`src/rtl/codec_clk_pkg.sv`:
```
package codec_clk_pkg;
  localparam int SYNC_STAGES = 2;

  typedef enum logic {
    DIV_SQUARE = 1'b0,
    DIV_PULSE  = 1'b1
  } div_shape_e;
endpackage

```
`src/rtl/codec_clk_div.sv`:
```
module codec_clk_div #(
  parameter int W = 9,
  parameter codec_clk_pkg::div_shape_e SHAPE = codec_clk_pkg::DIV_SQUARE
) (
  input  logic         clk_i,
  input  logic         rst_ni,
  input  logic         en_i,
  input  logic [W-1:0] div_i,
  output logic         tick_o,
  output logic         clk_o
);
  logic [W-1:0] cnt_q, cnt_d, lim_q, lim_d, div_eff;
  logic         wrap, out_d, out_q;

  assign div_eff = (div_i == '0) ? W'(1) : div_i;
  assign wrap    = en_i && (cnt_q == lim_q);

  always_comb begin
    cnt_d = cnt_q;
    lim_d = lim_q;
    if (wrap) begin
      cnt_d = '0;
      lim_d = div_eff;   // new ratio only at terminal count
    end else if (en_i) begin
      cnt_d = cnt_q + W'(1);
    end
  end

  generate
    if (SHAPE == codec_clk_pkg::DIV_PULSE) begin : g_pulse
      assign out_d = (cnt_d == '0);
    end else begin : g_square
      logic [W:0] half;
      assign half  = ({1'b0, lim_d} + (W+1)'(2)) >> 1;
      assign out_d = ({1'b0, cnt_d} < half);
    end
  endgenerate

  // lim_q resets to 0 so the first enable wraps and loads div_i
  always_ff @(posedge clk_i or negedge rst_ni) begin
    if (!rst_ni) begin
      cnt_q <= '0;
      lim_q <= '0;
      out_q <= 1'b0;
    end else begin
      cnt_q <= cnt_d;
      lim_q <= lim_d;
      out_q <= out_d;
    end
  end

  assign tick_o = wrap;
  assign clk_o  = out_q;
endmodule

```
`src/rtl/codec_sync.sv`:
```
module codec_sync #(
  parameter int STAGES = 2
) (
  input  logic clk_i,
  input  logic rst_ni,
  input  logic d_i,
  output logic q_o
);
  logic [STAGES-1:0] sh_q;

  always_ff @(posedge clk_i or negedge rst_ni) begin
    if (!rst_ni) sh_q <= '0;
    else         sh_q <= {sh_q[STAGES-2:0], d_i};
  end

  assign q_o = sh_q[STAGES-1];
endmodule

```
`src/rtl/codec_clkgen.sv`:
```
module codec_clkgen #(
  parameter int MDIV_W = 9,
  parameter int BDIV_W = 16,
  parameter int FDIV_W = 8
) (
  input  logic              clk_i,
  input  logic              rst_ni,
  input  logic              gen_mode_i,
  input  logic              sync_pol_i,
  input  logic [MDIV_W-1:0] mclk_div_i,
  input  logic [BDIV_W-1:0] bclk_div_i,
  input  logic [FDIV_W-1:0] frame_div_i,
  input  logic              ext_bclk_i,
  input  logic              ext_frame_i,
  output logic              mclk_o,
  output logic              bclk_o,
  output logic              bclk_oe_o,
  output logic              frame_o,
  output logic              frame_oe_o,
  output logic              sel_bclk_o,
  output logic              sel_frame_o
);
  import codec_clk_pkg::*;

  logic mclk_tick, mclk_q;
  logic bclk_tick, bclk_q;
  logic frame_tick, frame_q;
  logic ext_bclk_s, ext_frame_s, ext_frame_act;

  codec_clk_div #(.W(MDIV_W), .SHAPE(DIV_SQUARE)) u_mclk_div (
    .clk_i (clk_i), .rst_ni(rst_ni), .en_i(1'b1),
    .div_i (mclk_div_i), .tick_o(mclk_tick), .clk_o(mclk_q)
  );

  codec_clk_div #(.W(BDIV_W), .SHAPE(DIV_SQUARE)) u_bclk_div (
    .clk_i (clk_i), .rst_ni(rst_ni), .en_i(mclk_tick),
    .div_i (bclk_div_i), .tick_o(bclk_tick), .clk_o(bclk_q)
  );

  codec_clk_div #(.W(FDIV_W), .SHAPE(DIV_PULSE)) u_frame_div (
    .clk_i (clk_i), .rst_ni(rst_ni), .en_i(bclk_tick),
    .div_i (frame_div_i), .tick_o(frame_tick), .clk_o(frame_q)
  );

  codec_sync #(.STAGES(SYNC_STAGES)) u_sync_bclk (
    .clk_i(clk_i), .rst_ni(rst_ni), .d_i(ext_bclk_i), .q_o(ext_bclk_s)
  );

  codec_sync #(.STAGES(SYNC_STAGES)) u_sync_frame (
    .clk_i(clk_i), .rst_ni(rst_ni), .d_i(ext_frame_i), .q_o(ext_frame_s)
  );

  assign ext_frame_act = sync_pol_i ? ext_frame_s : ~ext_frame_s;

  assign mclk_o      = mclk_q;
  assign bclk_oe_o   = gen_mode_i;
  assign frame_oe_o  = gen_mode_i;
  assign bclk_o      = gen_mode_i & bclk_q;
  assign frame_o     = gen_mode_i & (sync_pol_i ? frame_q : ~frame_q);
  assign sel_bclk_o  = gen_mode_i ? bclk_q  : ext_bclk_s;
  assign sel_frame_o = gen_mode_i ? frame_q : ext_frame_act;
endmodule

```
`config.mk`:
```
export PLATFORM = sky130hd
export DESIGN_NAME = codec_clkgen
export DESIGN_NICKNAME = d
export VERILOG_FILES = /design/src/rtl/codec_clk_pkg.sv /design/src/rtl/codec_clk_div.sv /design/src/rtl/codec_sync.sv /design/src/rtl/codec_clkgen.sv
export SDC_FILE = /design/constraint.sdc
export NUM_CORES = 1
export LEC_CHECK = 0
export BUFFER_PORTS_ARGS = -buffer_cell sky130_fd_sc_hd__buf_2
export CORE_MARGIN = 2
export CORE_UTILIZATION = 67
export CTS_BUF_LIST = sky130_fd_sc_hd__clkbuf_8
export DETAILED_ROUTE_END_ITERATION = 8
export PLACE_DENSITY = 0.89
export SLEW_MARGIN = 15
export SYNTH_ARGS = -nofsm -noshare
export SYNTH_HDL_FRONTEND = slang
export SYNTH_SLANG_ARGS = --single-unit
```
`constraint.sdc`:
```
create_clock -name clk_i -period 6.8 [get_ports clk_i]
set_input_delay 0.68 -clock clk_i [delete_from_list [all_inputs] [get_ports clk_i]]
set_output_delay 0.68 -clock clk_i [all_outputs]
set_load 0.02 [all_outputs]
```
==> out/qor.yml <==
drt:
  dr.pass1.iters: 5
  drtIter0Drc: 342
  wl_per_cell_um: 17.36
  avgViaCountPerCell: 6.210
  totalWireLength_um: 10830
  vias: 3875
  drtAntennaViolNets: 0
  drc: 0
floorplan:
  std_cell_rows: 30
  initial_core_util: 0.6948
  io-pin-count: 46
  die_w_um: 87.94
  dieArea_um2: 7733
  coreArea_um2: 6794
  die_y_um: 87.94
finish:
  fin_util: 0.7578
  drive_gt1_frac: 0.1818
  fin_nets: 590
  mostFrequentLayoutCell: "dfrtp_1"
  layout_common_cells: "73 x dfrtp_1, 58 x nand2_1, 45 x buf_2, 40 x xor2_1, 30 x nand3_1"
  fin_cells: 624
  antennaDiodeCount: 0
  syn_to_final_growth_pct: 9.064
sta:
  hold_viol_final: 0
  maxSlewHeadroom: 0.4032
  slew_violations: 0
  fin_skew_ns: 0.009967
  min_period_ns: 5.077
  setup_tns_ns: 0
  rsz0062_at_grt: "no"
  tightest_slew_ns: 0.8952
  max_freq_ghz: 0.1970
  setup_viol: 0
  fin_crit_sh: 0.7466
place:
  placed_cells: 608
  hpwlAfterDp_um: 8128
  port_buffers: 45
  routabilityCongestion: 0.9382
setup_path:
  criticalPathCategory: "register to register"
  startpoint_type: "register"
  crit_arrival_ns: 5.33
  crit_path_end_kind: "register"
  critPathRequiredTime_ns: 7.05
  critPathMaxFanout: 40
clocking:
  post_cts_resized: 0
  clk-insertion-delay-late_ns: 0.36
  htree_levels: 3
  postCtsSetupRepairBufs: 0
  clock_sinks: 73
  ctsLongestPathBuffers: 2
  cts_hold_buffers: 0
  root_buffer: "clkbuf_8"
  cts_buffers: 9
  cts_tree: "done"
  clkTransAtPathRegs_ns: 0.08
global_routing:
  antenna_found_initial: 0
  grt_pass1_vias: 3791
  use_met2: 0.5083
  grtUsageTotal: 0.3037
  use_met3: 0.05561
  grt_pass1_wl_um: 17900
  grt-ovfl-total: 0
  busiest_layer: "met2"
  met1_usage: 0.3808
  grt_max_degree: 74
hold_path:
  holdCritPathClass: "register to register"
power:
  power.leakage_nw: 2.397
  p_per_area_nw_per_um2: 160.8
  ir_drop_mv: 0.1276
  totalPowerFinal_w: 0.0008280
synthesis:
  synth_edf_count: 0
  yosys_warnings: 0
  postSynthCellCount: 480
  synthArstFlopShare: 1.000
  ys_seq_elements: 73
  synthTopCellsByArea: "dfrtp_1 39%, ha_1 7.4%, xor2_1 7.4%"
  netlist_area_um2: 4721
  synth-seq-area-share: 0.3870
  ys.flop_type: "dfrtp_1"
  synth_top_area_share: 0.3870
  postSynthAreaPerCell_um2: 9.835
  netlist-cell-type-count: 58
  syn_nets: 547
  synth_area_leader_cell: "dfrtp_1"
job:
  drv_cap: 0
run_status:
  status: "complete, no violations"
## worst max-delay path, stage by stage, from the launching register on
cell and delay (ns):
dfrtp_1 0.46, xnor2_1 0.23, nand4_1 0.19, nor4_4 0.76
and2_4 0.60, mux2_2 0.29, ha_1 0.23, nand4_1 0.15
nor2_1 0.12, nand3_1 0.13, o31ai_4 0.15, nand3_1 0.14
xor2_1 0.16, ha_1 0.29, nand4_1 0.08, or2_2 0.32
a2111oi_0 0.31, o41ai_1 0.15, nor4b_2 0.18
## synth_stat cells (2+ instances only)
master,count
nand2_1,58
inv_1,14
nor2_1,29
xor2_1,40
a22o_1,2
a211oi_1,2
nand3_2,2
mux2_2,10
nand2b_1,3
o211ai_1,4
nor4_1,10
nor2b_1,4
dfrtp_1,73
a21oi_1,7
nand3_1,30
mux2_4,3
and3_1,8
nor3b_1,3
o31ai_1,2
o21ai_0,17
buf_4,3
nand4_1,16
xnor2_1,29
buf_2,5
nor3_1,7
nor4_2,3
buf_6,5
nor3b_2,2
a31oi_1,3
ha_1,28
mux2i_1,15
a21o_1,10
and2_1,6
and4_1,2
o21ai_2,2
## kinds of logic after synthesis
group | after synthesis | synth area share
and+or+nand+nor | 193 | 0.2179
buffers and inverters | 29 | 0.03816
muxes | 28 | 0.06520
AOI/OAI and AO/OA | 60 | 0.08958
xor gates and xnor gates | 69 | 0.1280
adders and majority gates | 28 | 0.07421
DFF | 73 | 0.3870
## power breakdown
group	switching, W	internal [W]	total (W)
logic	0.0000281	0.0000181	0.0000462
clock network	0.000165	0.000177	0.000341
registers	0.00000241	0.000438	0.000440
total	0.000195	0.000633	0.000828
## cell type report
type / instances / area [µm²]
inverter: 14 / 52.55
timing repair buffer: 47 / 240.2
multi-input combinational: 378 / 2714
sequential: 73 / 1827
clock inverter: 6 / 57.56
tap: 96 / 120.1
clock buffer: 10 / 137.6
fill: 470 / 1645
## through the flow
step | cell area [µm²] | setup slack [ns] | hold slack, ns
6_report | 5149 | 1.723 | 0.3601
5_1_grt | 5149 | 1.247 | 0.3735
4_1_cts | 5149 | 1.787 | 0.3634
3_5_place_dp | 4954 | 1.771 | 0.3460
3_3_place_gp | 4954 | 1.993 | 0.3313
2_1_floorplan | 4721 | 2.758 | 0.3312
## worst paths after layout
path / startpoint / end / slack (ns) / depth (start not counted)
worst max-delay path: u_bclk_div.lim_q[7] / u_bclk_div.clk_o / 1.72 / 18
worst min-delay path: u_sync_frame.sh_q[0] / u_sync_frame.sh_q[1] / 0.36 / 0
worst max register to register: u_bclk_div.lim_q[7] / u_bclk_div.clk_o / 1.72 / 18
worst min register to register: u_sync_frame.sh_q[0] / u_sync_frame.sh_q[1] / 0.36 / 0
max in group asynchronous: rst_ni / u_mclk_div.lim_q[0] / 5.69 / 2
min in group asynchronous: rst_ni / u_bclk_div.lim_q[7] / 0.53 / 2
## metal layers
layer  vias up  wire length (µm)
met3        42               603
met4         0               432
met5         -                 0
li1       1789                 -
met2       156              5306
met1      1888              4489
## registers in the layout, indices dropped and copies added, names as in the netlist
| signal | count |
|---|---|
| u_bclk_div.clk_o | 1 |
| u_bclk_div.cnt_q | 16 |
| u_bclk_div.lim_q | 16 |
| u_frame_div.clk_o | 1 |
| u_frame_div.cnt_q | 8 |
| u_frame_div.lim_q | 8 |
| u_mclk_div.clk_o | 1 |
| u_mclk_div.cnt_q | 9 |
| u_mclk_div.lim_q | 9 |
| u_sync_bclk.sh_q | 2 |
| u_sync_frame.sh_q | 2 |
Power figures use the tool's default switching activity.
